### config.mk
export PLATFORM = sky130hd
export DESIGN_NAME = activity_watchdog
export DESIGN_NICKNAME = d
export VERILOG_FILES = /design/src/rtl/wdg_pkg.sv /design/src/rtl/wdg_edge_sense.sv /design/src/rtl/wdg_expiry_timer.sv /design/src/rtl/wdg_fault_latch.sv /design/src/rtl/wdg_pulse_shaper.sv /design/src/rtl/activity_watchdog.sv
export SDC_FILE = /design/constraint.sdc
export NUM_CORES = 1
export LEC_CHECK = 0
export BUFFER_PORTS_ARGS = -buffer_cell sky130_fd_sc_hd__buf_4
export CAP_MARGIN = 20
export CORE_MARGIN = 4
export CORE_UTILIZATION = 30
export DETAILED_ROUTE_END_ITERATION = 16
export PLACE_DENSITY_LB_ADDON = 0.3
export SETUP_SLACK_MARGIN = 0.3
export SYNTH_ARGS = -nofsm -noshare
export SYNTH_HDL_FRONTEND = slang
export SYNTH_SLANG_ARGS = --single-unit
### constraint.sdc
create_clock -name clk -period 2.8 [get_ports clk]
set_input_delay 0.42 -clock clk [delete_from_list [all_inputs] [get_ports clk]]
set_output_delay 0.42 -clock clk [all_outputs]
set_load 0.01 [all_outputs]
### src/rtl/wdg_pkg.sv
package wdg_pkg;

    typedef enum logic {
        HOLD_OFF = 1'b0,
        HOLD_ON  = 1'b1
    } hold_state_t;

    typedef enum logic {
        PULSE_REST  = 1'b0,
        PULSE_DRIVE = 1'b1
    } pulse_state_t;

endpackage

### src/rtl/wdg_edge_sense.sv
module wdg_edge_sense (
    input  logic clk,
    input  logic rst_n,
    input  logic line_i,
    output logic change_o
);
    logic meta_q;
    logic stable_q;
    logic prior_q;

    always_ff @(posedge clk or negedge rst_n) begin
        if (!rst_n) begin
            meta_q   <= 1'b0;
            stable_q <= 1'b0;
            prior_q  <= 1'b0;
        end else begin
            meta_q   <= line_i;
            stable_q <= meta_q;
            prior_q  <= stable_q;
        end
    end

    // any level change between consecutive synchronized samples
    assign change_o = stable_q ^ prior_q;

endmodule

### src/rtl/wdg_expiry_timer.sv
module wdg_expiry_timer #(
    parameter int TO_W    = 6,
    parameter int STEP_MS = 200
) (
    input  logic            clk,
    input  logic            rst_n,
    input  logic            tick_ms,
    input  logic            restart_i,
    input  logic [TO_W-1:0] timeout_code,
    output logic            expire_o
);
    localparam int MAX_TICKS = STEP_MS * (2 ** TO_W);
    localparam int CNT_W     = $clog2(MAX_TICKS + 1);

    logic [CNT_W-1:0] idle_cnt;
    logic [CNT_W-1:0] limit;

    always_comb begin
        limit = CNT_W'((32'(timeout_code) + 32'd1) * 32'(STEP_MS));
    end

    always_ff @(posedge clk or negedge rst_n) begin
        if (!rst_n) begin
            idle_cnt <= '0;
            expire_o <= 1'b0;
        end else if (restart_i) begin
            idle_cnt <= '0;
            expire_o <= 1'b0;
        end else if (tick_ms) begin
            if (idle_cnt == limit - CNT_W'(1)) begin
                idle_cnt <= '0;
                expire_o <= 1'b1;
            end else begin
                idle_cnt <= idle_cnt + CNT_W'(1);
                expire_o <= 1'b0;
            end
        end else begin
            expire_o <= 1'b0;
        end
    end

    // activity must suppress the very next expiry
    assert_restart_blocks_expiry_R1 : assert property (
        @(posedge clk) disable iff (!rst_n) restart_i |=> !expire_o);

    // an expiry is always triggered by a millisecond tick
    assert_expiry_on_tick_R2 : assert property (
        @(posedge clk) disable iff (!rst_n) expire_o |-> $past(tick_ms));

endmodule

### src/rtl/wdg_fault_latch.sv
module wdg_fault_latch
    import wdg_pkg::*;
(
    input  logic clk,
    input  logic rst_n,
    input  logic expire_i,
    input  logic clear_i,
    output logic held_o
);
    hold_state_t state_q;
    hold_state_t state_d;

    always_comb begin
        state_d = state_q;
        unique case (state_q)
            HOLD_OFF: if (expire_i) state_d = HOLD_ON;
            HOLD_ON:  if (clear_i && !expire_i) state_d = HOLD_OFF;
        endcase
    end

    always_ff @(posedge clk or negedge rst_n) begin
        if (!rst_n) state_q <= HOLD_OFF;
        else        state_q <= state_d;
    end

    always_comb begin
        held_o = (state_q == HOLD_ON);
    end

    assert_latch_set_by_expiry_R3 : assert property (
        @(posedge clk) disable iff (!rst_n) $rose(held_o) |-> $past(expire_i));

    assert_latch_drop_by_clear_R5 : assert property (
        @(posedge clk) disable iff (!rst_n)
        $fell(held_o) |-> ($past(clear_i) && !$past(expire_i)));

endmodule

### src/rtl/wdg_pulse_shaper.sv
module wdg_pulse_shaper
    import wdg_pkg::*;
#(
    parameter int PW_EXP_W        = 4,
    parameter int MAX_PULSE_TICKS = 1000
) (
    input  logic                clk,
    input  logic                rst_n,
    input  logic                tick_10us,
    input  logic                expire_i,
    input  logic [PW_EXP_W-1:0] width_exp,
    output logic                pulse_o
);
    localparam int PW_CNT_W = $clog2(MAX_PULSE_TICKS + 1);

    pulse_state_t        state_q;
    pulse_state_t        state_d;
    logic [PW_CNT_W-1:0] left_q;
    logic [PW_CNT_W-1:0] left_d;
    logic [PW_CNT_W-1:0] width_ticks;
    logic [31:0]         raw_width;

    always_comb begin
        raw_width = 32'd1 << width_exp;
        if (raw_width > 32'(MAX_PULSE_TICKS))
            width_ticks = PW_CNT_W'(MAX_PULSE_TICKS);
        else
            width_ticks = PW_CNT_W'(raw_width);
    end

    always_comb begin
        state_d = state_q;
        left_d  = left_q;
        unique case (state_q)
            PULSE_REST: begin
                if (expire_i) begin
                    state_d = PULSE_DRIVE;
                    left_d  = width_ticks;
                end
            end
            PULSE_DRIVE: begin
                if (expire_i) begin
                    left_d = width_ticks;
                end else if (tick_10us) begin
                    if (left_q == PW_CNT_W'(1)) begin
                        state_d = PULSE_REST;
                        left_d  = '0;
                    end else begin
                        left_d = left_q - PW_CNT_W'(1);
                    end
                end
            end
        endcase
    end

    always_ff @(posedge clk or negedge rst_n) begin
        if (!rst_n) begin
            state_q <= PULSE_REST;
            left_q  <= '0;
        end else begin
            state_q <= state_d;
            left_q  <= left_d;
        end
    end

    always_comb begin
        pulse_o = (state_q == PULSE_DRIVE);
    end

    assert_pulse_starts_on_expiry_R4 : assert property (
        @(posedge clk) disable iff (!rst_n) $rose(pulse_o) |-> $past(expire_i));

    assert_pulse_count_nonzero_R8 : assert property (
        @(posedge clk) disable iff (!rst_n) pulse_o |-> (left_q != '0));

    assert_pulse_retrigger_R9 : assert property (
        @(posedge clk) disable iff (!rst_n) (pulse_o && expire_i) |=> pulse_o);

endmodule

### src/rtl/activity_watchdog.sv
module activity_watchdog #(
    parameter int TO_W            = 6,
    parameter int STEP_MS         = 200,
    parameter int PW_EXP_W        = 4,
    parameter int MAX_PULSE_TICKS = 1000
) (
    input  logic                clk,
    input  logic                rst_n,
    input  logic                tick_ms,
    input  logic                tick_10us,
    input  logic                wd_pin,
    input  logic [TO_W-1:0]     timeout_code,
    input  logic [PW_EXP_W-1:0] width_exp,
    input  logic                inv_latched,
    input  logic                inv_pulse,
    input  logic                fault_clear,
    output logic                fault_latched_o,
    output logic                reset_pulse_o
);
    logic line_change;
    logic expire;
    logic held;
    logic pulse;

    wdg_edge_sense u_sense (
        .clk      (clk),
        .rst_n    (rst_n),
        .line_i   (wd_pin),
        .change_o (line_change)
    );

    wdg_expiry_timer #(
        .TO_W    (TO_W),
        .STEP_MS (STEP_MS)
    ) u_timer (
        .clk          (clk),
        .rst_n        (rst_n),
        .tick_ms      (tick_ms),
        .restart_i    (line_change),
        .timeout_code (timeout_code),
        .expire_o     (expire)
    );

    wdg_fault_latch u_latch (
        .clk      (clk),
        .rst_n    (rst_n),
        .expire_i (expire),
        .clear_i  (fault_clear),
        .held_o   (held)
    );

    wdg_pulse_shaper #(
        .PW_EXP_W        (PW_EXP_W),
        .MAX_PULSE_TICKS (MAX_PULSE_TICKS)
    ) u_pulse (
        .clk       (clk),
        .rst_n     (rst_n),
        .tick_10us (tick_10us),
        .expire_i  (expire),
        .width_exp (width_exp),
        .pulse_o   (pulse)
    );

    assign fault_latched_o = held ^ inv_latched;
    assign reset_pulse_o   = pulse ^ inv_pulse;

    // both alarms must start together on one expiry
    assert_alarms_rise_together_R4 : assert property (
        @(posedge clk) disable iff (!rst_n)
        ($past(expire) && !$past(fault_clear)) |-> (held && pulse));

endmodule

== Yosys cells after proc, flatten, opt, wreduce, memory -nomap -nowiden ==
Index checks and enable logic that the tools add are counted.

* Register bits after elaboration: 30
* Latch bits: 0
* Bits in writable memories: 0
* ROM bits: 0
* Bits of input ports: 18
* Output and inout port bits: 2
* Memories: 0

* Add/subtract/negate cells: 4
* $mul: 1
* Div/mod/pow operators: 0
* Magnitude comparators: 1
* Equality and inequality tests: 4
* Shifts and indexed selects: 1
* Multiplexer cells: 19
* Bitwise operators: 5
* Reductions and logical operators: 4

{| class="wikitable"
|+ Operators with widths
! kind !! number
|-
| $mux W10 || 5
|-
| $mux W14 || 3
|-
| $gt A32 B10 Y1 const B || 1
|-
| $mul A32 B5 Y11 const B || 1
|-
| $shl A1 B4 Y32 const A || 1
|-
| $pmux W10 S2 || 1
|-
| $add A14 B1 Y14 const B || 1
|-
| $eq A14 B14 Y1 || 1
|-
| $sub A14 B1 Y14 const B || 1
|-
| $eq A10 B1 Y1 const B || 1
|-
| $sub A10 B1 Y10 const B || 1
|-
| $mux W1 || 8
|-
| $add A6 B1 Y7 const B || 1
|-
| $pmux W1 S2 || 2
|-
| $ne A3 B3 Y1 const B || 1
|-
| $xor A1 B1 Y1 || 3
|-
| $ne A2 B2 Y1 const B || 1
|-
| $not A1 Y1 || 2
|-
| $reduce_and A2 Y1 || 1
|-
| $reduce_bool A2 Y1 || 1
|-
| $logic_and A1 B1 Y1 || 1
|-
| $logic_not A1 Y1 || 1
|}

== Logic depth before layout (Yosys ltp) ==
* Depth after elaboration: 7
* Gate-level depth with buffers: 19

== Modules after synthesis ==
A second synthesis with hierarchy kept.

* Cell total of the unflattened synthesis: 293
* Area, all modules: 2736.4 um^2

{| class="wikitable"
|+ By module, submodules not included
! module !! instances !! cells an instance !! area an instance (um^2) !! seq. area each (um^2)
|-
| wdg_expiry_timer || 1 || 190 || 1757.9 || 375.4
|-
| wdg_pulse_shaper || 1 || 94 || 840.8 || 275.3
|-
| wdg_edge_sense || 1 || 4 || 83.8 || 75.1
|-
| wdg_fault_latch || 1 || 3 || 36.3 || 25.0
|-
| activity_watchdog || 1 || 2 || 17.5 || 0.0
|}

== Worst setup path after synthesis ==
No wires, ideal clock.

* Path kind: input to register
* Start: in timeout_code[0]
* End: reg u_timer.idle_cnt[3]
* Data arrival time: 4.179 ns
* Slack: -1.507 ns
* Cell stages on the path: 15
* Path through: ha_1 > xor2_2 > ha_1 > ha_1 > fa_1 > ha_1 > xor2_1 > nand4_2 > o31a_1 > or2_0 > o31ai_2 > a41oi_2 > buf_6 > a31oi_1 > o31ai_1

* Word-level cells in the longest chain between the ends: 7

{| class="wikitable"
|+ RTL lines
! what !! line !! text
|-
| from (decl) || activity_watchdog.sv:12 || <nowiki>input logic [TO_W-1:0] timeout_code,</nowiki>
|-
| $add A6 B1 Y7 || wdg_expiry_timer.sv:19 || <nowiki>limit = CNT_W'((32'(timeout_code) + 32'd1) * 32'(STEP_MS));</nowiki>
|-
| $mul A32 B5 Y11 || wdg_expiry_timer.sv:19 ||
|-
| $sub A14 B1 Y14 || wdg_expiry_timer.sv:30 || <nowiki>if (idle_cnt == limit - CNT_W'(1)) begin</nowiki>
|-
| $eq A14 B14 Y1 || wdg_expiry_timer.sv:30 ||
|-
| $mux W14 || wdg_expiry_timer.sv:30 ||
|-
| $mux W14 || wdg_expiry_timer.sv:29 || <nowiki>end else if (tick_ms) begin</nowiki>
|-
| $mux W14 || wdg_expiry_timer.sv:26 || <nowiki>end else if (restart_i) begin</nowiki>
|-
| to (signal assigned) || wdg_expiry_timer.sv:34 || <nowiki>idle_cnt <= idle_cnt + CNT_W'(1);</nowiki>
|-
| to (decl) || wdg_expiry_timer.sv:15 || <nowiki>logic [CNT_W-1:0] idle_cnt;</nowiki>
|}

Every way passes these cells. The select of a mux whose other input is x is not followed.
A chain may end at the register's enable or synchronous reset.

== Worst setup path after layout ==
* Start: in timeout_code[1]
* End: reg u_timer.idle_cnt[11]

Same word-level chain as after synthesis.

==> impl_metrics.ini <==
[run_status]
outcome = complete, but fails checks
violations = setup timing

[sta]
whs_ns = 0.0503
finalSetupViolCount = 14
clock.fmax_ghz = 0.254
slew_violations = 0
setup_slack_ns = -1.14
max_slew_margin_pct = 42.3
final.setup.tns_ns = -15.20
fin_crit_sh_pct = 141
fin_worst_skew_ns = 0.00610
timing_hold_violations_final = 0
worst_slew_pin_slew_ns = 0.865
period_needed_ns = 3.94
rsz0062_at_grt = true

[drt]
num_vias = 2530
ant_nets = 0
dr.pass1.iters = 4
wirelength_um = 6650
wl_per_cell_um = 13.8
drc = 0
avgViaCountPerCell = 5.26
drtIter0Drc = 87

[worst_setup_path]
r2r_cells = 10
cpPeakStageDelay_ns = 0.49
start_kind = input pin
cp-end-kind = register
critPathMostFrequentCell = ha_4
cp_top_family = adder cells
cp_slowest_cell = fa_1
critPathMaxFanout = 5
rrSetupSlack_ns = 0.48
worstPathRequired_ns = 2.96
critical_path_arrival_ns = 4.11
crit_chain = buf_12 > ha_4 > xor2_4 > ha_4 > ha_4 > fa_1 > ha_4 > xor2_2 > nand4_2 > o31a_1 > or2_1 > o31ai_2 > a41oi_2 > buf_6 > a31oi_2 > o31ai_2
reg2reg_to = u_timer.idle_cnt[12]
startpoint = timeout_code[1]
crit_buf_inv = 2
path_class = in2reg
r2r-start = u_timer.idle_cnt[13]

[cells_and_area]
final_cell_area_sq_um = 3740
drive_gt1_share_pct = 33.5
fillCellCount = 855
post-route-util_pct = 43.1
finalNonFillerCells = 481
diodes = 0
nets = 418
area_growth_pct = 40.6

[logic_synthesis]
synth_compound_area_share_pct = 19.9
ys.flop_type = dfrtp_1
synthMuxAreaShare_pct = 0
synth_common_cells = 30 x dfrtp_1, 26 x ha_1, 24 x nor2_1
synth-simple-area-share_pct = 23.5
synthAdderAreaFrac_pct = 13.7
synth-edff-count = 0
syn_inst = 312
synthXorXnorAreaFrac_pct = 10.5
synth_area_leaders = dfrtp_1 28%, ha_1 12%, xnor2_1 6.3%
syn-cell-area_sq_um = 2660
ys_seq_elements = 30
ys_types = 53
syn_nets = 358
synth-async-reset-ratio_pct = 100
synth_top_area_cell = dfrtp_1
yosysTopAreaCellShare_pct = 28.2
ys_seq_area_share_pct = 28.2
yosysMostFrequentCell = dfrtp_1
synth_top_family_by_area = simple AND/OR/NAND/NOR gates
syn_area_per_cell_sq_um = 8.53
yosys_warnings = 0

[global_routing]
antenna_found_initial = 0
grt-ovfl-total = 0
grt_usage_pct = 13.5
grt_pass1_vias = 2439
grt_max_degree = 31
grt_pass1_wl_um = 11500

[cts]
clock_tree.root_cell = clkbuf_8
path_clk_slew_ns = 0.07
cts.sinks = 30
clk_latency_ns = 0.29
cts_buffer_depth = 2
cts_buffers = 5
htreeDepth = 2
cts_tree = done
cts_hold_buffers = 0

[power_and_ir_drop]
p_leak_nw = 1.62
power_density_nw_per_um2 = 463
p_total_mw = 1.73
irDropWorstVdd_mv = 0.146

[die]
coreArea_sq_um = 8680
fp.dieArea_sq_um = 10400
dieHeight_um = 102
die_w_um = 102
initial_core_util_pct = 30.7
row_count = 34
ios = 20

[flow_run]
drv_cap = 0

[placed_design]
place_inst = 470
gp_congestion = 0.850
portBuffers = 19
place_ws_ns = -1.51
dpl_cell_area_sq_um = 3300
dp_hpwl_um = 5000

[min_path]
min_path_type = in2async
[area by class of cell]
class                   count  area, sq um  share of cell area (%)
well taps                 108          135                    3.61
multi-input cells         258         2200                    58.7
clock buffers               6         82.6                    2.21
inverters                  13         48.8                    1.30
repair buffers             64          515                    13.8
flip-flops and latches     30          751                    20.1
clock inverters             2         12.5                   0.334
[repair_timing]
item                                    in CTS  in global routing
resized for setup                           18                 32
endpoints found under the setup margin      14                 14
buffers inserted                             1                  2
pin swaps                                   18                 15
[sequential cells by signal (all words and copies together), names as in the netlist]
signal and cells:
u_sense.stable_q 1, u_pulse.pulse_o 1, u_pulse.left_q 10, u_latch.held_o 1
u_timer.expire_o 1, u_sense.prior_q 1, u_sense.meta_q 1, u_timer.idle_cnt 14
[worst reg2reg max path: cells and delay by family, from the launching register on]
family | cells | cell delay, ns
DFF | 1 | 0.47
xor gates and xnor gates | 3 | 0.56
buffers and inverters | 2 | 0.33
AOI/OAI and AO/OA | 4 | 0.72
and+or+nand+nor | 1 | 0.14
[kinds of logic (layout without fill, tap and decap cells)]
family | after synthesis | after routing
AND/OR/NAND/NOR | 121 | 121
XOR/XNOR | 31 | 31
buffers and inverters | 24 | 85
flip-flops | 30 | 30
AO/OA/AOI/OAI | 78 | 78
adder cells (fa/ha/maj) | 28 | 28
[power by group]
part	internal, mW	switching, mW
clock	0.197	0.177
sequential	0.439	0.00509
combinational	0.496	0.419
[how the worst max path moves through the flow]
stage	cells after the start	to	slack [ns]
3_5_place_dp	18	u_timer.idle_cnt[3]	-1.51
3_3_place_gp	18	u_timer.idle_cnt[3]	-1.47
5_1_grt	18	u_timer.idle_cnt[10]	-1.26
4_1_cts	18	u_timer.idle_cnt[13]	-1.06
2_1_floorplan	16	u_timer.idle_cnt[3]	-1.18
6_report	16	u_timer.idle_cnt[11]	-1.14
[layer usage]
metal / GRT usage (%) / vias to the layer above / wire, um
li1: - / 1256 / -
met1: 17.7 / 1218 / 2940
met2: 23.0 / 49 / 3420
met3: 2.87 / 7 / 221
met4: 2.83 / 0 / 63
met5: 0 / - / 0
[placed cells by master (no fill, tap or decap), drive strengths merged, types with 2 or more instances in the layout]
| cell type | count |
|---|---|
| a211oi | 3 |
| clkbuf | 6 |
| o31ai | 12 |
| and2 | 8 |
| buf | 64 |
| ha | 26 |
| nor3b | 3 |
| nor4 | 6 |
| a31oi | 11 |
| xor2 | 12 |
| a21oi | 16 |
| a21o | 3 |
| nand3 | 20 |
| o21ai | 18 |
| nor2 | 25 |
| and3 | 7 |
| inv | 13 |
| fa | 2 |
| xnor2 | 19 |
| or2 | 2 |
| dfrtp | 30 |
| nand2b | 5 |
| or3 | 2 |
| o311ai | 3 |
| nor3 | 11 |
| nor2b | 6 |
| nand2 | 20 |
| nand4 | 4 |
Note: power is estimated with default switching activity, not from simulation.
